<file path="src/rtl/bank_port_pkg.sv">
`timescale 1ns/1ps
package bank_port_pkg;
  localparam int DW    = 16;
  localparam int LANES = DW / 8;

  // Reset default of register (bank b, word w).
  function automatic logic [DW-1:0] reg_default(input int unsigned b, input int unsigned w);
    logic [3:0] bn;
    logic [3:0] wn;
    bn = b[3:0];
    wn = w[3:0];
    return {4'hB, bn, wn, 4'h3};
  endfunction
endpackage

</file>
<file path="src/rtl/bank_decode.sv">
`timescale 1ns/1ps
module bank_decode #(
  parameter int WAW        = 3,
  parameter int BANK_W     = 3,
  parameter int NUM_BANKS  = 4,
  parameter int IMPL_WORDS = 5,
  parameter int IDX_W      = 5
) (
  input  logic [WAW-1:0]    word_addr,
  input  logic [BANK_W-1:0] cur_bank,
  output logic              sel_bank_word,
  output logic              hit,
  output logic [IDX_W-1:0]  idx
);
  localparam int LAST_WORD = (1 << WAW) - 1;

  logic [31:0] flat;

  always_comb begin
    sel_bank_word = (word_addr == WAW'(LAST_WORD));
    hit = !sel_bank_word
          && (32'(cur_bank) < 32'(NUM_BANKS))
          && (32'(word_addr) < 32'(IMPL_WORDS));
    flat = 32'(cur_bank) * 32'(IMPL_WORDS) + 32'(word_addr);
    idx  = flat[IDX_W-1:0];
  end
endmodule

</file>
<file path="src/rtl/bank_reg_file.sv">
`timescale 1ns/1ps
module bank_reg_file
  import bank_port_pkg::*;
#(
  parameter int NUM_BANKS  = 4,
  parameter int IMPL_WORDS = 5,
  parameter int IDX_W      = 5
) (
  input  logic                                     clk,
  input  logic                                     rst,
  input  logic                                     we,
  input  logic [IDX_W-1:0]                         idx,
  input  logic [LANES-1:0]                         be,
  input  logic [DW-1:0]                            wdata,
  output logic [NUM_BANKS*IMPL_WORDS-1:0][DW-1:0]  regs_q
);
  localparam int NREGS = NUM_BANKS * IMPL_WORDS;

  always_ff @(posedge clk) begin
    if (rst) begin
      for (int b = 0; b < NUM_BANKS; b++)
        for (int w = 0; w < IMPL_WORDS; w++)
          regs_q[b*IMPL_WORDS + w] <= reg_default(b, w);
    end else if (we) begin
      for (int i = 0; i < NREGS; i++)
        if (idx == IDX_W'(i))
          for (int l = 0; l < LANES; l++)
            if (be[l]) regs_q[i][8*l +: 8] <= wdata[8*l +: 8];
    end
  end
endmodule

</file>
<file path="src/rtl/bank_read_mux.sv">
`timescale 1ns/1ps
module bank_read_mux
  import bank_port_pkg::*;
#(
  parameter int          NREGS   = 20,
  parameter int          IDX_W   = 5,
  parameter int          BANK_W  = 3,
  parameter logic [7:0]  ID_BYTE = 8'h33
) (
  input  logic                        clk,
  input  logic                        rst,
  input  logic                        rd_en,
  input  logic [LANES-1:0]            be,
  input  logic                        sel_bank_word,
  input  logic                        hit,
  input  logic [IDX_W-1:0]            idx,
  input  logic [NREGS-1:0][DW-1:0]    regs_q,
  input  logic [BANK_W-1:0]           cur_bank,
  output logic [DW-1:0]               rdata
);
  logic [DW-1:0] word;
  logic [DW-1:0] lane_mask;

  always_comb begin
    word = '0;
    if (sel_bank_word)
      word = {ID_BYTE, {(8-BANK_W){1'b0}}, cur_bank};
    else if (hit && (32'(idx) < 32'(NREGS)))
      word = regs_q[idx];
  end

  for (genvar l = 0; l < LANES; l++) begin : g_mask
    assign lane_mask[8*l +: 8] = {8{be[l]}};
  end

  always_ff @(posedge clk) begin
    if (rst || !rd_en) rdata <= '0;
    else               rdata <= word & lane_mask;
  end
endmodule

</file>
<file path="src/rtl/bank_reg_port.sv">
`timescale 1ns/1ps
module bank_reg_port
  import bank_port_pkg::*;
#(
  parameter int         WIN_BYTES  = 16,
  parameter int         BANK_W     = 3,
  parameter int         NUM_BANKS  = 4,
  parameter int         IMPL_WORDS = 5,
  parameter logic [7:0] ID_BYTE    = 8'h33,
  localparam int        WAW        = $clog2(WIN_BYTES / 2)
) (
  input  logic              clk,
  input  logic              rst,
  input  logic              rd_en,
  input  logic              wr_en,
  input  logic [WAW-1:0]    waddr,
  input  logic [1:0]        be,
  input  logic [15:0]       wdata,
  output logic [15:0]       rdata,
  output logic [BANK_W-1:0] bank
);
  localparam int NREGS = NUM_BANKS * IMPL_WORDS;
  localparam int IDX_W = (NREGS > 1) ? $clog2(NREGS) : 1;

  logic             sel_bank_word;
  logic             hit;
  logic [IDX_W-1:0] idx;
  logic [NREGS-1:0][DW-1:0] regs_q;

  bank_decode #(
    .WAW(WAW), .BANK_W(BANK_W), .NUM_BANKS(NUM_BANKS),
    .IMPL_WORDS(IMPL_WORDS), .IDX_W(IDX_W)
  ) u_dec (
    .word_addr(waddr), .cur_bank(bank),
    .sel_bank_word(sel_bank_word), .hit(hit), .idx(idx)
  );

  always_ff @(posedge clk) begin
    if (rst)                                  bank <= '0;
    else if (wr_en && sel_bank_word && be[0]) bank <= wdata[BANK_W-1:0];
  end

  bank_reg_file #(
    .NUM_BANKS(NUM_BANKS), .IMPL_WORDS(IMPL_WORDS), .IDX_W(IDX_W)
  ) u_regs (
    .clk(clk), .rst(rst), .we(wr_en && hit), .idx(idx),
    .be(be), .wdata(wdata), .regs_q(regs_q)
  );

  bank_read_mux #(
    .NREGS(NREGS), .IDX_W(IDX_W), .BANK_W(BANK_W), .ID_BYTE(ID_BYTE)
  ) u_rmux (
    .clk(clk), .rst(rst), .rd_en(rd_en), .be(be),
    .sel_bank_word(sel_bank_word), .hit(hit), .idx(idx),
    .regs_q(regs_q), .cur_bank(bank), .rdata(rdata)
  );
endmodule

</file>
<file path="config.mk">
export PLATFORM = sky130hd
export DESIGN_NAME = bank_reg_port
export DESIGN_NICKNAME = d
export VERILOG_FILES = /design/src/rtl/bank_port_pkg.sv /design/src/rtl/bank_decode.sv /design/src/rtl/bank_reg_file.sv /design/src/rtl/bank_read_mux.sv /design/src/rtl/bank_reg_port.sv
export SDC_FILE = /design/constraint.sdc
export NUM_CORES = 1
export LEC_CHECK = 0
export BUFFER_PORTS_ARGS = -buffer_cell sky130_fd_sc_hd__buf_2
export CORE_MARGIN = 2
export CORE_UTILIZATION = 35
export DETAILED_ROUTE_END_ITERATION = 12
export GPL_TIMING_DRIVEN = 0
export HOLD_SLACK_MARGIN = 0.15
export PLACE_DENSITY = 0.46
export RECOVER_POWER = 100
export SYNTH_ARGS = -nofsm -noshare
export SYNTH_HDL_FRONTEND = slang
export SYNTH_SLANG_ARGS = --single-unit
</file>
<file path="constraint.sdc">
create_clock -name clk -period 7.11 [get_ports clk]
set_clock_uncertainty 0.15 [all_clocks]
set_input_delay 1.0665 -clock clk [delete_from_list [all_inputs] [get_ports clk]]
set_output_delay 1.0665 -clock clk [all_outputs]
set_load 0.1 [all_outputs]
</file>
---- After elaboration in Yosys (flattened, before gate mapping) ----
Index checks and enable logic that the tools add are counted.
W data, S select, Z words.
word-level totals
  RAM bits ................................ 0
  register bits ........................... 339
  memories kept ........................... 0
  bits in read-only memories .............. 0
  input port bits ......................... 25
  output and inout bits ................... 19
  latch bits .............................. 0
  logic and storage cells ................. 123
operators by class
  order comparisons ....................... 4
  multipliers ............................. 1
  shift operators ......................... 0
  reductions and logical operators ........ 50
  $add $sub $neg .......................... 1
  multiplexer cells ....................... 4
  div/mod/pow operators ................... 0
  equality and inequality tests ........... 20
  bitwise operators ....................... 1
operators with widths
  operator               number
  $reduce_and A3 Y1      40
  $bmux W16 S5           1
  $mux W16               3
  $eq A5 B4 Y1 const B   8
  $eq A5 B3 Y1 const B   4
  $eq A5 B5 Y1 const B   4
  $and A16 B16 Y16       1
  $eq A5 B2 Y1 const B   2
  $logic_and A1 B1 Y1    6
  $lt A3 B3 Y1 const B   2
  $lt A5 B6 Y1 const B   1
  $add A5 B3 Y5          1
  $eq A5 B1 Y1 const B   1
  $logic_not A5 Y1       1
  $lt A5 B5 Y1 const B   1
  $mul A3 B3 Y5 const B  1
  $eq A3 B3 Y1 const B   1
  $logic_not A1 Y1       2
  $logic_or A1 B1 Y1     1

---- Longest topological paths before layout ----
Gate-level depths: netlist of run 1.
  depth in word-level cells ............... 8
  gate-level depth with buffers ........... 11
  gate-level depth less buffers ........... 8

---- By module ----
A second synthesis of run 1 with hierarchy kept.
second synthesis, totals
  cell total of the unflattened synthesis .. 1,396
  area total of the unflattened synthesis .. 15,626.2 sq um
by module, submodules not included
  module         times used  cells an instance  area each (sq um)  sequential area each (sq um)
  bank_reg_file  1           1,131              12,154.2           6,406.1
  bank_read_mux  1           229                3,125.5            320.3
  bank_decode    1           21                 195.2              0.0
  bank_reg_port  1           15                 151.4              60.1

---- Worst setup path before layout of run 1 ----
OpenSTA, ideal clock, no wires.
  path type ............................... flip-flop to flip-flop
  start ................................... register bank[0]
  end ..................................... register u_regs.regs_q[319] (netlist bit)
  stages on the path, launching flop included .. 11
  clock period less this slack ............ 4,082 ps
  data arrival time ....................... 3,790 ps
  path slack .............................. 3,028 ps
  required time ........................... 6,819 ps
  buffers on the path ..................... 2
  library setup time ...................... 141 ps
  cell sequence ........................... dfxtp_1 ha_1 ha_1 fa_1 xor2_2 nor4_1 buf_2 nand4_1 clkbuf_1 nand2_1 o211ai_1
on the way
  cells in the longest elaborated chain, start to end .. 5
  elaborated cells between the ends (all ways) .. 8
  those cells by class .................... add/sub (1); mul (1); order compare (1); eq/ne (1); reduce/logical (4)
RTL lines
  what                                                                   line                 source
  start, declared                                                        bank_reg_port.sv:20  output logic [BANK_W-1:0] bank
  start signal, assigned                                                 bank_reg_port.sv:40  else if (wr_en && sel_bank_word && be[0]) bank <= wdata[BANK_W-1:0];
  parallel branches: the longest is 4 deep, another holds $mul A3 B3 Y5  n/a
  $reduce_and A3 Y1 (no line) *                                          n/a
  end signal, assigned by index                                          bank_reg_file.sv:23  regs_q[b*IMPL_WORDS + w] <= reg_default(b, w);
  end signal, assigned by index                                          bank_reg_file.sv:28  if (be[l]) regs_q[i][8*l +: 8] <= wdata[8*l +: 8];
  end, declared                                                          bank_reg_file.sv:15  output logic [NUM_BANKS*IMPL_WORDS-1:0][DW-1:0] regs_q
Every way passes the cells marked *.
A chain may end at the register's enable or synchronous reset.

---- Final worst setup path of run 1 ----
  start ................................... input waddr[1]
  end ..................................... register u_regs.regs_q[214] (netlist bit)
on the way
  cells in the longest elaborated chain, start to end .. 6
  elaborated cells between the ends (all ways) .. 9
  those cells by class .................... add/sub (1); order compare (1); eq/ne (2); reduce/logical (5)
RTL lines
  what                                                                   line                 source
  start, declared                                                        bank_reg_port.sv:16  input logic [WAW-1:0] waddr,
  parallel branches: the longest is 5 deep, another holds $add A5 B3 Y5  n/a
  $reduce_and A3 Y1 (no line) *                                          n/a
Marked as above.

==> results.tsv, run 1 <==
metric	value	unit
status	finished, violations left	
violations	max-capacitance violations, max-slew violations	
grt_util_met3	0.0311	
hp-class	flop to flop	
num_antenna_cells	0	
antenna_found_initial	1	
ys_async_sr_fraction	0	
clock_latency	550	ps
internal-power	0.00318	W
synth_area_per_cell	10.4	µm²
cts_buffers	40	
die_y	211	µm
grt.busiest_layer	met2	
layout_commonest_cell	dfxtp_1	
slowest_stage	a2111oi_0	
cp-start-kind	input port	
synth_area_leaders	dfxtp_1 45%, mux2i_1 14%, mux4_2 13%, nor2_1 5.1%, nand2_1 3.9%	
finalSetupTns	0	ps
p_switching	0.00106	W
synth_top_area_frac	0.453	
yosysSeqAreaShare	0.453	
clk_pin_slew_worst_paths	60	ps
grt-ovfl-total	0	
htree_levels	2	
ys_types	54	
postRouteAntennaNets	0	
synthToLayoutAreaGrowth	12.8	%
die_w	211	µm
maxCapViolations	6	
vdd_ir_drop_max	0.231	mV
grt_setup_unrepaired	false	
final_cell_mix	339 x dfxtp_1, 203 x nor2_1, 203 x mux2i_1, 154 x nand2_1, 139 x clkbuf_1	
crit_buf_inv	4	
vias	11500	
p_leak	6.72	nW
drt_iter0_drc	899	
dpl.hpwl	36.1	mm
fmax	184	MHz
cp_data_arrival_time	5700	ps
clockBufferDepth	3	
coreArea	42000	µm²
place_area	15800	µm²
grt_pass1_wl	74.7	mm
critPathKind	input port to flop	
n_fill_cell	4227	
holdBufCountCts	0	
final_area	16900	µm²
root_buffer	clkbuf_16	
pwr-share-comb	0.072	
met1_usage	0.317	
cp.required	7360	ps
synth_flop_cell	dfxtp_1	
ys_warn_count	0	
drc	0	
p_per_area	251	nW/µm²
row_count	75	
crit_fanout	10	
synth_area	15000	µm²
drt-pass1-iter-count	5	
ys_ff_latch	339	
critPathCaptureType	flop	
finalHoldViolCount	0	
cts_tree	built	
drv_slew	35	
crit_path_max_incr_delay	1690	ps
power.share.clock	0.476	
ctsResizeCount	0	
holdWs	326	ps
period_needed	5450	ps
num-nets-final	1551	
synth-edff-count	0	
numPortBuffers	35	
post_drt_wl_per_cell	24.2	µm
gp_congestion	0.866	
grtUsageTotal	0.230	
fin_crit_sh	0.766	
synth_cells	1440	
setup_viol_count_final	0	
yosysTopAreaCell	dfxtp_1	
dieArea	44400	µm²
start_util	0.356	
drt-total-wl	50.5	mm
syn_nets	1474	
layout-drive-gt1-share	0.122	
path_common_cell	clkbuf_1	
cts.sinks	339	
ios	44	
grt_pass1_vias	11200	
tightestPinTransition	2090	ps
cp_top_family	compound AO/OA/AOI/OAI gates	
utilization	0.402	
post-cts-setup-buffers	0	
via_per_inst	5.49	
slew_headroom	-0.432	
crit_path_cell_trace	clkbuf_1 > ha_1 > ha_1 > fa_1 > inv_1 > or3_1 > clkbuf_1 > a2111oi_0 > clkbuf_1 > mux2i_1 > nor2_1	
switching_share	0.249	
power_frac_seq	0.452	
grtUsageMet2	0.369	
grt_max_degree	14	
-- flip-flops by register name (all words and copies together), names as in the netlist --
name	cells
u_rmux.rdata	16
bank	3
u_regs.regs_q	320
-- power by group through the flow --
| stage | clock network (W) | logic (W) | registers [W] |
|---|---|---|---|
| 6_report | 0.00202 | 0.000307 | 0.00192 |
| 3_5_place_dp | 0 | 0.000313 | 0.00196 |
| 5_1_grt | 0.00214 | 0.000323 | 0.00192 |
| 3_3_place_gp | 0 | 0.000312 | 0.00196 |
| 2_1_floorplan | 0 | 0.000174 | 0.00197 |
| 4_1_cts | 0.00206 | 0.000314 | 0.00192 |
-- metrics by stage --
stage          power [W]  setup slack, ps  instances
5_1_grt          0.00438             1490       2086
3_3_place_gp     0.00227             1960       2014
3_5_place_dp     0.00227             1960       2014
6_report         0.00424             1660       2086
4_1_cts          0.00429             2520       2086
2_1_floorplan    0.00215             3030       1440
-- cells by family after synthesis --
family,Yosys count,share of synthesized area
AOI/OAI and AO/OA,196,0.0978
xor gates and xnor gates,3,0.00351
adders and majority gates,9,0.00802
buffers and inverters,143,0.0408
DFF,339,0.453
muxes,292,0.270
and+or+nand+nor,458,0.127
-- metal layers --
layer	wire length [µm]	part of all wire
met1	23600	0.47
met4	1880	0.037
met5	0	0
met2	23000	0.45
met3	2080	0.041
-- cells in the mapped netlist, types with 2 or more instances --
cell         n
dfxtp_1    339
mux2i_1    203
nor2_1     203
nand2_1    154
mux4_2      89
clkbuf_1    77
o211ai_1    75
a21oi_1     70
nor3_1      58
buf_2       47
nand3_1     14
a2111oi_2   13
ha_1         8
o21ai_0      7
a31oi_1      6
buf_1        5
clkinv_1     5
inv_1        5
nand4_1      4
nor4_1       4
o211ai_2     4
o2bb2ai_1    4
a2111oi_4    3
and2_1       3
and4_1       3
nand3b_1     3
a211oi_1     2
a311oi_1     2
and3_1       2
buf_4        2
nor2b_1      2
or3_1        2
-- worst reg2reg max path, delay by kind of cell (launching register included) --
kind	cells	cell delay (ps)
AO/OA/AOI/OAI	1	1690
adder cells (fa/ha/maj)	3	1150
buffers and inverters	3	890
flip-flops	1	480
multiplexers	1	250
AND/OR/NAND/NOR	2	460
-- path summary, 6_finish.rpt --
check | start | endpoint | slack (ps) | depth (start not counted)
hold reg to reg | u_regs.regs_q[133]$_SDFFE_PP1P_ | u_regs.regs_q[133]$_SDFFE_PP1P_ | 330 | 2
setup / recovery | waddr[1] | u_regs.regs_q[214]$_SDFFE_PP0P_ | 1660 | 11
setup reg to reg | bank[0]$_SDFFE_PP0P_ | u_regs.regs_q[214]$_SDFFE_PP0P_ | 1900 | 10
hold / removal | u_regs.regs_q[133]$_SDFFE_PP1P_ | u_regs.regs_q[133]$_SDFFE_PP1P_ | 330 | 2
-- final cells by class --
cell class              count  area, µm²  area share
multi-input cells         958       7420       0.440
flip-flops and latches    339       6790       0.402
clock buffers              61       1190      0.0705
well taps                 539        674      0.0399
plain buffers             132        523      0.0310
repair buffers             35        150     0.00889
clock inverters            11       96.3     0.00571
inverters                  11       41.3     0.00245
No activity file was read; power rests on OpenSTA's default activity.
==> run 2, diff against run 1 <==
==> constraint.sdc (replaced) <==
create_clock -name clk -period 5.5 [get_ports clk]
set_clock_uncertainty 0.15 [all_clocks]
set_input_delay 0.825 -clock clk [delete_from_list [all_inputs] [get_ports clk]]
set_output_delay 0.825 -clock clk [all_outputs]
set_load 0.1 [all_outputs]
==> run 2 against run 1 <==
Compared with the run above:
- the run still ends with max-capacitance violations, max-slew violations left
- non-clock buffer count stayed put
- worst setup slack got worse by 1000 ps
- clock-buffer cell count unchanged
- critical endpoint is now u_rmux.rdata[0]$_SDFF_PP0_
- highest routed layer unchanged
==> results.tsv, run 2 (synthesized netlist as in run 1, its figures left out) <==
metric	value	unit
row_count	75	
r2r-end	u_rmux.rdata[0]$_SDFF_PP0_	
num_antenna_cells	0	
clockBufferDepth	3	
grt-ovfl-total	0	
setup_viol_count_final	0	
coreArea	42000	µm²
via_per_inst	5.49	
reg_top3	u_regs.regs_q (320), u_rmux.rdata (16), bank (3)	
dpl.hpwl	36.1	mm
crit_path_max_incr_delay	780	ps
status	finished, violations left	
ctsResizeCount	0	
met1_usage	0.317	
critPathCaptureType	flop	
gp_congestion	0.866	
finalSetupTns	0	ps
clock_latency	550	ps
antenna_found_initial	1	
cts_tree	built	
drt-total-wl	50.5	mm
root_buffer	clkbuf_16	
cp-startpoint	bank[1]$_SDFFE_PP0P_	
slew_headroom	-0.115	
endpoint	u_rmux.rdata[0]$_SDFF_PP0_	
drt-pass1-iter-count	5	
reg2reg_depth	9	
multi_input_area	7450	µm²
grtUsageMet2	0.369	
path_common_cell	clkbuf_1	
ff2ff_setup_slack	630	ps
postRouteAntennaNets	0	
synthToLayoutAreaGrowth	13.0	%
finalHoldViolCount	0	
cts_buffers	40	
maxCapViolations	4	
cts.sinks	339	
drc	0	
cp.required	5720	ps
grt_util_met3	0.0311	
grtUsageTotal	0.230	
grt_max_degree	14	
vias	11400	
holdBufCountCts	0	
htree_levels	2	
grt_pass1_wl	74.7	mm
grt_setup_unrepaired	false	
p_leak	6.74	nW
place_area	15800	µm²
die_w	211	µm
n_fill_cell	4216	
stdcell_count	2086	
grt.busiest_layer	met2	
clk_pin_slew_worst_paths	60	ps
die_y	211	µm
final_cell_mix	339 x dfxtp_1, 203 x nor2_1, 203 x mux2i_1, 154 x nand2_1, 136 x clkbuf_1	
cp-start-kind	flop	
numPortBuffers	35	
crit_path_cell_trace	ha_1 > ha_1 > buf_2 > clkbuf_1 > clkbuf_1 > clkbuf_1 > mux4_2 > a31oi_1 > o21ai_0	
layout-drive-gt1-share	0.127	
tightestPinTransition	1660	ps
dieArea	44400	µm²
num-nets-final	1551	
crit_fanout	10	
p_per_area	324	nW/µm²
period_needed	4870	ps
hp-class	flop to flop	
slowest_stage	clkbuf_1	
final_area	16900	µm²
vdd_ir_drop_max	0.298	mV
placed_cells	2014	
largest_reg_flops	320	
drt_iter0_drc	925	
holdPathStages	2	
holdWs	326	ps
ios	44	
grt_pass1_vias	11200	
critPathKind	flop to flop	
r2r_start	bank[1]$_SDFFE_PP0P_	
post-cts-setup-buffers	0	
fmax	205	MHz
layout_commonest_cell	dfxtp_1	
regMostFlops	u_regs.regs_q	
drv_slew	37	
fin_crit_sh	0.886	
post_drt_wl_per_cell	24.2	µm
regArea	6790	µm²
cp_data_arrival_time	5100	ps
hold_start	u_regs.regs_q[133]$_SDFFE_PP1P_	
violations	max-capacitance violations, max-slew violations	
start_util	0.356	
-- run 2: area by class of cell --
class                      instances  share of cell area
timing repair buffer              35             0.00895
tap                              539              0.0399
buffer                           132              0.0312
clock buffer                      61              0.0704
clock inverter                    11             0.00569
sequential                       339               0.401
inverter                          11             0.00244
multi-input combinational        958               0.440
-- run 2: critical path: cells and delay by family, from the launching register on --
kind / cells / cell delay (ps)
multiplexers: 1 / 380
adder cells (fa/ha/maj): 2 / 550
AO/OA/AOI/OAI: 2 / 620
flip-flops: 1 / 490
buffers and inverters: 4 / 2480
-- run 2: power breakdown --
part	switching (W)	internal [W]
sequential	0.00000703	0.00247
combinational	0.000295	0.000103
clock	0.00106	0.00154
total	0.00137	0.00412
-- run 2: how the worst min path moves through the flow --
stage / to / slack, ps
CTS: u_regs.regs_q[305]$_SDFFE_PP1P_ / 320
global route: u_regs.regs_q[133]$_SDFFE_PP1P_ / 350
finish: u_regs.regs_q[133]$_SDFFE_PP1P_ / 330
global placement: u_regs.regs_q[280]$_SDFFE_PP1P_ / 300
floorplan: u_regs.regs_q[304]$_SDFFE_PP1P_ / 290
detailed placement: u_regs.regs_q[305]$_SDFFE_PP1P_ / 310
-- run 2: routing by layer --
| layer | vias up | share of wire |
|---|---|---|
| met5 | - | 0 |
| met4 | 0 | 0.034 |
| met3 | 79 | 0.042 |
| met2 | 293 | 0.46 |
| met1 | 5732 | 0.47 |
| li1 | 5338 | - |
-- run 2: through the flow --
step / total power, W / utilization / worst slack, ps
after floorplan: 0.00277 / - / 1420
after CTS: 0.00555 / 0.407 / 1060
after global routing: 0.00566 / 0.403 / 493
final: 0.00548 / 0.403 / 628
after global placement: 0.00293 / 0.376 / 595
after detailed placement: 0.00294 / 0.376 / 592
==> run 3, diff against run 2 <==
--- a/config.mk
+++ b/config.mk
@@ -15,4 +15,5 @@
 export RECOVER_POWER = 100
 export SYNTH_ARGS = -nofsm -noshare
 export SYNTH_HDL_FRONTEND = slang
+export SYNTH_HIERARCHICAL = 1
 export SYNTH_SLANG_ARGS = --single-unit
==> run 3 against run 2 <==
Compared with the run above:
- the flow now finishes without violations
- sequential cell count unchanged
- worst setup slack better by 420 ps
- critical path depth up 2
- global-route usage down 0.72 points
- via count down 6.1%
- maximum frequency up 9.3%
- cell area up 4.8%
- sequential power about the same
- largest cell class unchanged
==> results.tsv, run 3 <==
metric	value	unit
finalHoldViolCount	0	
drt-total-wl	51.0	mm
synth_area_per_cell	11.2	µm²
grt_max_degree	16	
cp.required	5770	ps
clock_latency	550	ps
clk_pin_slew_worst_paths	60	ps
placed_cells	2031	
regMostFlops	u_regs/regs_q	
utilization	0.402	
die_y	215	µm
cp_top_family	buffers and inverters	
setup_viol_count_final	0	
multi_input_area	8230	µm²
regArea	6790	µm²
power.share.clock	0.473	
synth_flop_cell	dfxtp_1	
ys_types	50	
pwr-share-comb	0.075	
die_w	215	µm
p_switching	0.00135	W
post_drt_wl_per_cell	24.2	µm
power_frac_seq	0.451	
grt_pass1_vias	10800	
yosysSeqAreaShare	0.434	
grt_setup_unrepaired	false	
critPathKind	flop to flop	
fmax	224	MHz
drc	0	
postRouteAntennaNets	0	
fin_ws	1040	ps
drv_slew	0	
slew_headroom	0.216	
antenna_found_initial	0	
crit_fanout	10	
ys_warn_count	6	
holdWs	325	ps
maxCapViolations	0	
tightestPinTransition	1180	ps
crit_buf_inv	4	
vdd_ir_drop_max	0.177	mV
ys_async_sr_fraction	0	
synth-edff-count	0	
cp_data_arrival_time	4720	ps
internal-power	0.00414	W
switching_share	0.246	
period_needed	4460	ps
finalSetupTns	0	ps
synthTopCellsByCount	339 x dfxtp_1, 335 x mux2i_1, 198 x nand2b_1	
hp-class	flop to flop	
coreArea	44100	µm²
synth_area	15600	µm²
start_util	0.354	
dpl.hpwl	35.7	mm
slowest_stage	clkbuf_1	
via_per_inst	5.11	
grt_pass1_wl	75.1	mm
row_count	77	
layout-drive-gt1-share	0.118	
grtUsageTotal	0.222	
largest_reg_flops	320	
p_per_area	309	nW/µm²
layout_commonest_cell	dfxtp_1	
reg_top3	u_regs/regs_q (320), u_rmux/rdata (16), bank (3)	
htree_levels	2	
vias	10700	
ctsResizeCount	0	
cp-start-kind	flop	
ios	44	
cts_buffers	40	
gp_congestion	0.802	
status	complete, no violations	
dieArea	46400	µm²
ys_ff_latch	339	
yosysMostFrequentCell	dfxtp_1	
fin_crit_sh	0.810	
holdBufCountCts	0	
crit_path_max_incr_delay	710	ps
critPathCaptureType	flop	
crit_path_cell_trace	ha_1 > ha_1 > inv_1 > fa_1 > inv_1 > clkbuf_1 > clkbuf_1 > mux4_2 > mux2_2 > nand2_1 > nand2_1	
grt-ovfl-total	0	
pre_cts_ws	1060	ps
p_leak	8.17	nW
stdcell_count	2105	
drt_iter0_drc	495	
yosysTopAreaCell	dfxtp_1	
drt-pass1-iter-count	5	
syn_nets	1430	
num-nets-final	1515	
synthToLayoutAreaGrowth	13.5	%
clockBufferDepth	3	
post-cts-setup-buffers	0	
final_cell_mix	339 x dfxtp_1, 335 x mux2i_1, 198 x nand2b_1, 157 x nor2_1, 122 x clkbuf_1	
cts_tree	built	
synth_area_leaders	dfxtp_1 43%, mux2i_1 21%, mux4_2 8.4%, nand2b_1 7.9%, nor2_1 3.8%	
synth_top_area_frac	0.434	
numPortBuffers	43	
root_buffer	clkbuf_16	
n_fill_cell	4414	
cts.sinks	339	
synth_cells	1396	
## run 3: cell type report
cell class / count / share of cell area
multi-input cells: 937 / 0.464
flip-flops and latches: 339 / 0.383
diodes: 2 / 0.000282
inverters: 10 / 0.00212
clock buffers: 61 / 0.0649
clock inverters: 11 / 0.00621
well taps: 592 / 0.0418
plain buffers: 110 / 0.0273
repair buffers: 43 / 0.0107
## run 3: cells by family (layout without fill, tap and decap cells)
group | after synthesis | after routing | share of synthesized area
buffers and inverters | 120 | 235 | 0.0346
and+or+nand+nor | 461 | 461 | 0.160
other | 0 | 2 | 0
DFF | 339 | 339 | 0.434
xor gates and xnor gates | 3 | 3 | 0.00168
adders and majority gates | 9 | 9 | 0.00769
muxes | 431 | 431 | 0.347
AOI/OAI and AO/OA | 33 | 33 | 0.0152
## run 3: worst paths after layout
path | cells past startpoint | slack [ps] | end | startpoint
max | 11 | 1040 | u_rmux/rdata[9]$_SDFF_PP0_ | bank[0]$_SDFFE_PP0P_
min reg2reg | 2 | 330 | u_regs/regs_q[174]$_SDFFE_PP0P_ | u_regs/regs_q[174]$_SDFFE_PP0P_
max reg2reg | 11 | 1040 | u_rmux/rdata[9]$_SDFF_PP0_ | bank[0]$_SDFFE_PP0P_
min | 2 | 330 | u_regs/regs_q[174]$_SDFFE_PP0P_ | u_regs/regs_q[174]$_SDFFE_PP0P_
## run 3: power groups by stage
stage | clock (W) | sequential, W | combinational, W
final | 0.00260 | 0.00248 | 0.000414
after global routing | 0.00277 | 0.00248 | 0.000435
after CTS | 0.00267 | 0.00248 | 0.000422
after detailed placement | 0 | 0.00253 | 0.000421
after global placement | 0 | 0.00253 | 0.000421
after floorplan | 0 | 0.00255 | 0.000236
## run 3: tightest hold or removal path, cell delays in order, from the launching register on
cell	delay (ps)
dfxtp_1	310
nand2b_1	60
mux2i_1	60
## run 3: layer usage
metal	wire length (µm)	track usage	vias up
met1	24000	0.302	5385
met3	1500	0.0252	72
li1	-	-	5098
met4	1530	0.0770	0
met5	0	0	-
met2	24000	0.367	192
## run 3: per-stage QoR
stage / power (W) / instance area [µm²]
2_1_floorplan: 0.00278 / 15600
3_3_place_gp: 0.00295 / 16600
3_5_place_dp: 0.00295 / 16600
4_1_cts: 0.00557 / 17800
5_1_grt: 0.00568 / 17700
6_report: 0.00549 / 17700
